--- config.mk ---
export PLATFORM = sky130hd
export DESIGN_NAME = regwin_bridge
export DESIGN_NICKNAME = d
export VERILOG_FILES = /design/src/rtl/regwin_pkg.sv /design/src/rtl/regwin_decode.sv /design/src/rtl/regwin_lanes.sv /design/src/rtl/regwin_bridge.sv
export SDC_FILE = /design/constraint.sdc
export NUM_CORES = 1
export LEC_CHECK = 0
export ABC_AREA = 1
export BUFFER_PORTS_ARGS = -buffer_cell sky130_fd_sc_hd__buf_4
export CORE_UTILIZATION = 25
export DETAILED_ROUTE_END_ITERATION = 7
export GPL_ROUTABILITY_DRIVEN = 0
export SLEW_MARGIN = 20
export SYNTH_ARGS = -nofsm -noshare
export SYNTH_HDL_FRONTEND = slang
export SYNTH_SLANG_ARGS = --single-unit
--- constraint.sdc ---
create_clock -name clk -period 4 [get_ports clk]
set_input_delay 0 -clock clk [delete_from_list [all_inputs] [get_ports clk]]
set_output_delay 0 -clock clk [all_outputs]
set_load 0.01 [all_outputs]
--- src/rtl/regwin_pkg.sv ---
package regwin_pkg;

    typedef enum logic [1:0] {
        PH_IDLE = 2'd0,
        PH_REG  = 2'd1,
        PH_MEM  = 2'd2
    } phase_e;

    typedef enum logic [1:0] {
        K_MEM     = 2'd0,
        K_MEM_OOB = 2'd1,
        K_REG     = 2'd2,
        K_REJECT  = 2'd3
    } kind_e;

    // byte count of a size code; code 3 behaves as a word
    function automatic logic [2:0] size_bytes(input logic [1:0] code);
        case (code)
            2'd0:    return 3'd1;
            2'd1:    return 3'd2;
            default: return 3'd4;
        endcase
    endfunction

    function automatic logic [1:0] size_norm(input logic [1:0] code);
        return (code == 2'd3) ? 2'd2 : code;
    endfunction

endpackage

--- src/rtl/regwin_decode.sv ---
module regwin_decode
    import regwin_pkg::*;
#(
    parameter logic [31:0] DATA_BASE = 32'h4,
    parameter int          MEM_BYTES = 1 << 20,
    parameter int          MEM_AW    = $clog2(MEM_BYTES)
) (
    input  logic [31:0]       ptr,
    input  logic [1:0]        offset,
    input  logic [1:0]        size_code,
    output kind_e             kind,
    output logic [MEM_AW-1:0] mem_addr,
    output logic [31:0]       reg_addr
);
    localparam logic [31:0] WIN_LAST = DATA_BASE + 32'd3;
    localparam logic [32:0] MEM_LIM  = 33'(MEM_BYTES);

    logic [32:0] mem_off;
    logic [32:0] mem_room;

    always_comb begin
        mem_off  = {2'b00, ptr[30:0]};
        mem_room = MEM_LIM - 33'(size_bytes(size_code));
        mem_addr = ptr[MEM_AW-1:0];
        reg_addr = ptr + {30'd0, offset};
        if (ptr[31]) begin
            kind = (mem_off <= mem_room) ? K_MEM : K_MEM_OOB;
        end else if (ptr > WIN_LAST) begin
            kind = K_REG;
        end else begin
            kind = K_REJECT;
        end
    end
endmodule

--- src/rtl/regwin_lanes.sv ---
module regwin_lanes
    import regwin_pkg::*;
#(
    parameter int BYTES = 4,
    localparam int W = BYTES * 8
) (
    input  logic [1:0]       size_code,
    input  logic [W-1:0]     din,
    output logic [W-1:0]     dout,
    output logic [BYTES-1:0] be
);
    logic [2:0] nb;
    assign nb = size_bytes(size_code);

    for (genvar i = 0; i < BYTES; i++) begin : g_lane
        assign be[i]            = (3'(i) < nb);
        assign dout[i*8 +: 8]   = be[i] ? din[i*8 +: 8] : 8'h00;
    end
endmodule

--- src/rtl/regwin_bridge.sv ---
module regwin_bridge
    import regwin_pkg::*;
#(
    parameter logic [31:0] DATA_BASE = 32'h4,
    parameter int          MEM_BYTES = 1 << 20,
    parameter int          MEM_AW    = $clog2(MEM_BYTES)
) (
    input  logic              clk,
    input  logic              rst_n,
    input  logic              host_req,
    input  logic              host_we,
    input  logic [2:0]        host_addr,
    input  logic [1:0]        host_size,
    input  logic [31:0]       host_wdata,
    output logic              host_ack,
    output logic [31:0]       host_rdata,
    output logic              host_err,
    output logic              reg_req,
    output logic              reg_we,
    output logic [31:0]       reg_addr,
    output logic [1:0]        reg_size,
    output logic [31:0]       reg_wdata,
    input  logic              reg_ack,
    input  logic [31:0]       reg_rdata,
    output logic              mem_req,
    output logic              mem_we,
    output logic [MEM_AW-1:0] mem_addr,
    output logic [3:0]        mem_be,
    output logic [31:0]       mem_wdata,
    input  logic              mem_ack,
    input  logic [31:0]       mem_rdata
);
    localparam logic [32:0] MEM_LIM = 33'(MEM_BYTES);

    typedef struct packed {
        phase_e      phase;
        logic [31:0] ptr;
        logic        ack;
        logic        err;
        logic [31:0] rdata;
        logic        req;
        logic        we;
        logic [31:0] addr;
        logic [1:0]  size;
        logic [3:0]  be;
        logic [31:0] wdata;
    } win_state_t;

    win_state_t q, d;

    kind_e             kind;
    logic [MEM_AW-1:0] dec_mem_addr;
    logic [31:0]       dec_reg_addr;
    logic [31:0]       wdata_masked;
    logic [3:0]        wr_be;
    logic [31:0]       rd_raw;
    logic [31:0]       rd_masked;
    logic [3:0]        rd_be_unused;
    logic              down_ack;

    regwin_decode #(
        .DATA_BASE(DATA_BASE),
        .MEM_BYTES(MEM_BYTES),
        .MEM_AW   (MEM_AW)
    ) u_decode (
        .ptr      (q.ptr),
        .offset   (host_addr[1:0]),
        .size_code(host_size),
        .kind     (kind),
        .mem_addr (dec_mem_addr),
        .reg_addr (dec_reg_addr)
    );

    regwin_lanes #(.BYTES(4)) u_wr_lanes (
        .size_code(host_size),
        .din      (host_wdata),
        .dout     (wdata_masked),
        .be       (wr_be)
    );

    assign rd_raw   = (q.phase == PH_MEM) ? mem_rdata : reg_rdata;
    assign down_ack = (q.phase == PH_MEM) ? mem_ack : reg_ack;

    regwin_lanes #(.BYTES(4)) u_rd_lanes (
        .size_code(q.size),
        .din      (rd_raw),
        .dout     (rd_masked),
        .be       (rd_be_unused)
    );

    always_comb begin
        d     = q;
        d.ack = 1'b0;
        d.err = 1'b0;
        case (q.phase)
            PH_IDLE: begin
                if (host_req) begin
                    d.we    = host_we;
                    d.size  = size_norm(host_size);
                    d.wdata = wdata_masked;
                    d.be    = wr_be;
                    if (!host_addr[2]) begin
                        if (host_we) d.ptr = {host_wdata[31:2], 2'b00};
                        d.rdata = host_we ? 32'd0 : q.ptr;
                        d.ack   = 1'b1;
                    end else begin
                        case (kind)
                            K_MEM: begin
                                d.phase = PH_MEM;
                                d.req   = 1'b1;
                                d.addr  = 32'(dec_mem_addr);
                            end
                            K_REG: begin
                                d.phase = PH_REG;
                                d.req   = 1'b1;
                                d.addr  = dec_reg_addr;
                            end
                            K_MEM_OOB: begin
                                d.rdata = 32'd0;
                                d.ack   = 1'b1;
                            end
                            default: begin
                                d.rdata = 32'd0;
                                d.ack   = 1'b1;
                                d.err   = 1'b1;
                            end
                        endcase
                    end
                end
            end
            default: begin
                if (down_ack) begin
                    d.phase = PH_IDLE;
                    d.req   = 1'b0;
                    d.ack   = 1'b1;
                    d.rdata = q.we ? 32'd0 : rd_masked;
                end
            end
        endcase
    end

    always_ff @(posedge clk) begin
        if (!rst_n) begin
            q <= '0;
        end else begin
            q <= d;
        end
    end

    assign host_ack   = q.ack;
    assign host_err   = q.err;
    assign host_rdata = q.rdata;

    assign reg_req   = q.req && (q.phase == PH_REG);
    assign reg_we    = q.we;
    assign reg_addr  = q.addr;
    assign reg_size  = q.size;
    assign reg_wdata = q.wdata;

    assign mem_req   = q.req && (q.phase == PH_MEM);
    assign mem_we    = q.we;
    assign mem_addr  = q.addr[MEM_AW-1:0];
    assign mem_be    = q.be;
    assign mem_wdata = q.wdata;

    // the rejection pulse only ever accompanies a completion
    p_err_with_ack_r6: assert property (@(posedge clk) disable iff (!rst_n)
        host_err |-> host_ack);

    // the rejection pulse lasts a single cycle
    p_err_single_r6: assert property (@(posedge clk) disable iff (!rst_n)
        host_err |=> !host_err);

    // a register request stays up with stable fields until acknowledged
    p_reg_hold_r8: assert property (@(posedge clk) disable iff (!rst_n)
        (reg_req && !reg_ack) |=> (reg_req && $stable(reg_addr) && $stable(reg_wdata)));

    // a memory request stays up with stable fields until acknowledged
    p_mem_hold_r8: assert property (@(posedge clk) disable iff (!rst_n)
        (mem_req && !mem_ack) |=> (mem_req && $stable(mem_addr) && $stable(mem_be)));

    // an issued memory access never reaches beyond the memory
    p_mem_bound_r4: assert property (@(posedge clk) disable iff (!rst_n)
        mem_req |-> ((33'(mem_addr) + 33'($countones(mem_be))) <= MEM_LIM));

    // memory lanes are a contiguous run from lane 0
    p_mem_lanes_r3: assert property (@(posedge clk) disable iff (!rst_n)
        mem_req |-> (mem_be == 4'h1 || mem_be == 4'h3 || mem_be == 4'hF));

    // at most one downstream request at a time
    p_one_target_r8: assert property (@(posedge clk) disable iff (!rst_n)
        !(reg_req && mem_req));

    // completion of a forwarded access follows its acknowledge
    p_ack_after_down_r8: assert property (@(posedge clk) disable iff (!rst_n)
        ((reg_req && reg_ack) || (mem_req && mem_ack)) |=> host_ack);

endmodule

==> impl_results.md, run 1 <==
* Status: completed
* Max incr delay on CP at 0.53 ns
* Port Buf Inserts at 266
* Antenna-violating nets left at 0
* Crit path time final at ~3.3 ns
* Leakage at between 4 and 5 nW
* Clock buffer depth at 2
* Placed cell count at approximately 1500
* Worst hold slack at 0.02124 ns
* Initial antenna violation count at 0
* CTS clk-pin slew, worst paths at roughly 0.060 ns
* Fin Clk Skew at 0.01181 ns
* MaxCap Viol Count at 0
* Final Cycle Share at between 80% and 90%
* Htree depth at 4
* CTS sink cnt at about 140
* Slew Limit Fails at 0
* Diode count at 0
* Synth Area per Inst at approximately 7.3 um2
* Layout cell share with drive strength beyond 1 at just under 30%
* Die area at around 30000 um2
* Number of synthesized register bits at ~140
* Syn-to-layout area delta at 27.01%
* Routed len/inst at between 15 and 20 um
* Drt initial violations at about 310
* Finished Layout Cells at 1559
* PD cells at between 400 and 500 nW/um2
* Vias in the first global route at around 6500
* Async set-reset flop share out of synthesis at 0%
* Crit. End Element: flop
* Setup ws final at between 0.7 and 0.8 ns
* CTS tree: built
* Starting Density at about a quarter
* WS Path Type: input port to flop
* First-pass GRT wire length at between 30 and 40 mm
* IO Count at roughly 270
* Post-Syn Instances at around 1000
* Global routing usage summed across all routing layers at between 15 and 20%
* Final wirelength at ~25 mm
* Worst Tran Pin Value at roughly 0.76 ns
* Core area at 29720 um2
* Dpl hpwl at approximately 19 mm
* CP Buf/Inv Count at 5
* Grt ovf at 0
* Ys flop type: dfxtp_1
* Relative slew slack at 48.82%
* Die Width at between 150 and 200 um
* Crit path launch type: input port
* Vias at between 6000 and 7000
* Largest net degree at the start of global routing at 61
* Hold Vio Cnt, Final at 0
* Synth cell types at 35
* Setup TNS at 0 ns
* Syn_nets at between 1000 and 1500
* Final number of setup-violating endpoints at 0
* Row count at 63
* Final Net Count at ~1300
* Type of the worst min-delay path: input port to flop
* Fmax at between 0.3 and 0.4 GHz
* Total CTS buffers at 17
* CP top delay family: buffers and inverters
* Die height at between 150 and 200 um
* Via density per instance at ~4.4
* Power Total at 3.958 mW
* Crit-path slowest cell: dlygate4sd3_1
* First-pass DRT Iterations at 5
* Worst skew pair latency at 0.42 ns
* EDFF count, synth at 0
* Crit-path max FO at 20
* Root buffer cell: clkbuf_16
* Pre-CTS setup slack at 0.8456 ns
* Remaining DRCs at 0
* Sequential element share of the synthesized area at between 30% and 40%
* RSZ-0062 raised after global routing: no
* Post-Syn Area at ~7600 um2
* Crit path cell chain: dlygate4sd3_1 > buf_4 > nor2_1 > inv_1 > ha_1 > inv_2 > ha_1 > ha_1 > o21bai_1 > a21oi_1 > nand2_1 > nand2_1 > nand3_1 > nand2_4 > nand3_4 > a21oi_4 > buf_4 > nor2_1 > nor2_1
* YS warnings at 0
* Maximum VDD drop at between 0.2 and 0.3 mV
* Arrival @ worst endpoint at roughly 3.6 ns
* CP required at 4.36 ns
repair_timing:
| item | 4_1_cts | 5_1_grt |
|---|---|---|
| buffers inserted | 0 | 0 |
| hold buffers | 39 | 0 |
| hold endpoints to repair | 68 | 0 |
| gates resized for setup | 0 | 0 |
through the flow:
step                area, um2  util, %
finish                   9597    32.29
global route             9597    32.29
CTS                      9597    32.29
detailed placement       8656    29.13
global placement         8653    29.12
floorplan                7556        -
synth_stat cells (2+ instances only):
cell type  count  share of area [%]
nor2_1       172                8.5
buf_4        158                 16
dfxtp_1      138                 37
nand2_1      114                5.7
a21oi_1       96                6.4
inv_1         85                4.2
o21ai_0       61                4.0
clkbuf_1      35                1.7
nand3b_1      32                3.2
o32ai_1       20                2.3
o21ai_1       19                1.3
nand3_1       18                1.2
ha_1          14                2.3
or2_2         11               0.91
buf_6          9                1.3
inv_2          9               0.45
o22ai_1        6               0.50
buf_2          5               0.33
nand4_1        5               0.41
nor3_1         5               0.33
nor2_2         3               0.25
nor3_2         3               0.40
nand2_4        2               0.30
nor4_1         2               0.17
o31ai_1        2               0.20
cell usage in the layout (no fill, tap or decap), types with 2 or more instances in the layout:
cell type / count
buf_4: 271
nor2_1: 171
dfxtp_1: 138
nand2_1: 113
a21oi_1: 96
inv_1: 85
o21ai_0: 61
dlygate4sd3_1: 39
nand3b_1: 32
o32ai_1: 20
o21ai_1: 19
nand3_1: 18
clkbuf_16: 17
ha_1: 14
or2_2: 11
inv_2: 9
o22ai_1: 6
clkinvlp_4: 6
nor3_1: 5
nand4_1: 5
nor2_2: 4
nor3_2: 3
clkinv_4: 3
o31ai_1: 2
nand2_4: 2
nor4_1: 2
inv_6: 2
clkbuf_8: 2
registers in the layout, indices dropped and copies added (netlist names):
name and cells:
host_rdata 32, reg_size 2, host_ack 1, q 33
host_err 1, mem_be 4, mem_wdata 32, reg_addr 32
mem_we 1
tightest hold or removal path, delay by kind of cell:
family | cells | cell delay, ns
buffers and inverters | 1 | 0.08
AOI/OAI and AO/OA | 1 | 0.07
and+or+nand+nor | 3 | 0.25
path summary, 6_finish.rpt:
| kind | start | endpoint | slack [ns] | cells after the start |
|---|---|---|---|---|
| hold reg to reg | reg_addr[22] | reg_addr[22] | 0.45 | 2 |
| setup / recovery | host_size[1] | host_rdata[22] | 0.72 | 19 |
| setup reg to reg | q[138] | q[116] | 1.18 | 8 |
| hold / removal | reg_rdata[1] | host_rdata[1] | 0.02 | 5 |
power by group:
group / switching, mW / total [mW] / internal [mW] / leakage [nW]
Sequential: 0.0899 / 1.58 / 1.49 / 1.13
Clock: 0.658 / 1.49 / 0.831 / 0.251
Combinational: 0.478 / 0.886 / 0.408 / 2.98
Total: 1.23 / 3.96 / 2.73 / 4.37
per-layer routing:
layer | global-route usage (%) | wire length, um
met3 | 4.091 | 1456
met5 | 0 | 0
met4 | 5.072 | 469
met1 | 19.89 | 11270
met2 | 27.77 | 12220
logic make-up after synthesis:
logic type,synth area share [%]
fa+ha+maj,2.318
compound gates,15.15
mux,0.1325
simple gates,21.96
flops,36.56
buf+inv,23.88
area by class of cell:
type	count	area, um2
Multi-Input combinational cell	593	2994
Inverter	95	356.6
Sequential cell	138	2763
Clock inverter	12	93.84
Clock buffer	20	456.7
Timing Repair Buffer	311	2445
Tap cell	390	488.0
Fill cell	3156	20120
Power figures use the tool's default switching activity.
==> inputs of run 2 (changes only) <==
--- a/config.mk
+++ b/config.mk
@@ -5,7 +5,7 @@
 export SDC_FILE = /design/constraint.sdc
 export NUM_CORES = 1
 export LEC_CHECK = 0
-export ABC_AREA = 1
+export ABC_AREA = 0
 export BUFFER_PORTS_ARGS = -buffer_cell sky130_fd_sc_hd__buf_4
 export CORE_UTILIZATION = 25
 export DETAILED_ROUTE_END_ITERATION = 7
==> constraint.sdc (replaced) <==
create_clock -name clk -period 2.73 [get_ports clk]
set_input_delay 0 -clock clk [delete_from_list [all_inputs] [get_ports clk]]
set_output_delay 0 -clock clk [all_outputs]
set_load 0.01 [all_outputs]
==> run 2 against run 1 <==
Critical path depth is 7 lower. Worst hold slack gained 0.0016 ns. Clock-buffer cell count up 1. Worst setup slack got worse by 0.53 ns. Combinational power rose by 25%. Core utilization is 1.1 points higher. Sequential share of layout area fell by 1.0 points. Flip-flop and latch count unchanged. Non-clock buffer count rose by 22. Design area up 3.6%. Clock power up 68%. First-iteration DRC count rose by 0.64%. Critical endpoint is now host_rdata[1].
==> impl_results.md, run 2 <==
* Status: completed
* IO Count at about 270
* Worst Tran Pin Value at roughly 0.83 ns
* Syn-to-layout area delta at 30.57%
* Global routing usage summed across all routing layers at around 16%
* Vias in the first global route at 6359
* Max FFs per register at 33
* Synth top area share at 36.27%
* Commonest non-fill, non-tap cell in the layout: buf_4
* Synth Area in Simple Gates at roughly a fifth
* Grt ovf at 0
* Most frequent cell after synthesis: nand2_1
* Root buffer cell: clkbuf_16
* First-pass GRT wire length at 37.47 mm
* Combinational family with the most area after synthesis: buffers and inverters
* Ys flop type: dfxtp_1
* Most frequent cells in the layout: buf_4 (290), nand2_1 (176), dfxtp_1 (138)
* CTS clk-pin slew, worst paths at about 0.060 ns
* Synth Area in XOR/XNOR at 0%
* Antenna-violating nets left at 0
* Syn_nets at 1038
* Fmax at 0.3943 GHz
* Crit. End Element: flop
* Post-Syn Area at 7617 um2
* Final Cycle Share at 92.90%
* Mux share of post-synthesis cell area at 3.417%
* Crit path launch type: input port
* Initial antenna violation count at 0
* Maximum VDD drop at between 0.4 and 0.5 mV
* # Post-CTS Setup Buffers at 0
* Setup ws final at between 0.15 and 0.2 ns
* Starting Density at 25.56%
* Async set-reset flop share out of synthesis at 0%
* Vias at 6633
* Sequential element share of the synthesized area at 36.27%
* Layout cell share with drive strength beyond 1 at between 30% and 40%
* Layout Utilization at roughly 33%
* Die height at between 150 and 200 um
* Biggest register: q
* Crit-path max FO at 33
* Htree depth at 4
* Synth cell count leaders: nand2_1 (176), buf_4 (156), dfxtp_1 (138)
* Pre-CTS setup slack at -0.2477 ns
* Port Buf Inserts at 266
* Die Width at around 180 um
* Final number of setup-violating endpoints at 0
* Diode count at 0
* Final Net Count at 1172
* Dpl hpwl at ~19 mm
* Yosys top cell by area: dfxtp_1
* Synth Area per Inst at about 8.3 um2
* Crit path time final at 2.536 ns
* CTS tree: built
* CTS sink cnt at 138
* EDFF count, synth at 0
* YS warnings at 0
* Fin Clk Skew at roughly 0.011 ns
* Synth cell types at 53
* Type of the worst min-delay path: input port to flop
* Slew Limit Fails at 0
* WS Path Type: input port to flop
* Row count at 63
* Post-CTS Hold Buffers at 40
* RSZ-0062 raised after global routing: no
* Largest net degree at the start of global routing at 71
* CP required at slightly above 3 ns
* First-pass DRT Iterations at 5
* Hold Vio Cnt, Final at 0
* Die area at 31170 um2
* Routed len/inst at around 17 um
* Synth top area cells: dfxtp_1 (36%), buf_4 (15%), nand2_1 (8.7%), a21boi_0 (5.6%), nand3_1 (4.7%)
* Leakage at around 4.2 nW
* Worst skew pair latency at between 0.4 and 0.5 ns
* Post-Syn Instances at 917
* PD cells at about 590 nW/um2
* Clock buffer depth at 2
* Post_cts resized at 0
* Number of synthesized register bits at around 140
* Compound-cell area share of the yosys netlist at about a fifth
* Relative slew slack at 44.22%
* Synth Area in Adders at between 2 and 2.5%
* Remaining DRCs at 0
* Core area at 29800 um2
* MaxCap Viol Count at 0
* Drt initial violations at between 300 and 400
* Arrival @ worst endpoint at ~2.9 ns
* Final wirelength at ~25 mm
* Via density per instance at ~4.6
* Total CTS buffers at 17
[run 2: power by group]
part           switching, mW  internal [mW]
combinational          0.568          0.547
sequential             0.118           2.15
clock                  0.902           1.60
total                   1.59           4.29
[run 2: cells by family (layout without fill, tap and decap cells)]
logic type	Yosys count	count (layout)
buffers and inverters	224	371
adders and majority gates	14	14
DFF	138	138
and+or+nand+nor	316	316
AOI/OAI and AO/OA	199	199
muxes	26	26
[run 2: metrics by stage]
stage | total power, mW | TNS [ns] | instances | hold WS (ns) | area [um2]
global route | 6.143 | 0 | 1454 | 0.03974 | 9946
detailed placement | 3.387 | -5.455 | 1382 | 0.2279 | 8907
floorplan | 3.044 | 0 | 917 | 0.1230 | 7622
CTS | 5.947 | 0 | 1454 | 0.003919 | 9946
finish | 5.882 | 0 | 1454 | 0.02283 | 9946
global placement | 3.372 | -4.739 | 1382 | 0.2276 | 8907
[run 2: cell type report]
cell class,count,area [um2]
tap,390,488.0
clock inverter,11,167.7
clock buffer,21,470.5
fill,3151,19850
sequential,138,2763
inverter,6,22.52
timing repair buffer,333,2638
multi-input combinational,555,3397
[run 2: critical path, stage by stage]
cell and delay [ns]:
buf_4 0.11, or2_1 0.27, ha_1 0.21, ha_2 0.31, inv_1 0.04, ha_1 0.26
a311oi_1 0.08, o31a_1 0.31, o21ai_1 0.25, a211oi_4 0.11, nor2_4 0.65, mux2i_1 0.27
[run 2: layer usage]
metal / GRT usage (%) / routed length [um] / vias to the layer above / share of wire (%)
met1: 20.95 / 11480 / 3152 / 46
met5: 0 / 0 / - / 0
met2: 26.31 / 12020 / 215 / 48
met3: 2.541 / 1083 / 24 / 4.3
li1: - / - / 3242 / -
met4: 5.675 / 397 / 0 / 1.6
[run 2: path summary, 6_finish.rpt]
path	cells after the start	end	slack (ns)	start
worst min-delay path	4	host_rdata[1]	0.02	mem_rdata[1]
worst min register to register	2	reg_addr[28]	0.46	reg_addr[28]
worst max-delay path	12	host_rdata[1]	0.19	host_size[0]
worst max register to register	8	host_rdata[1]	0.21	q[118]
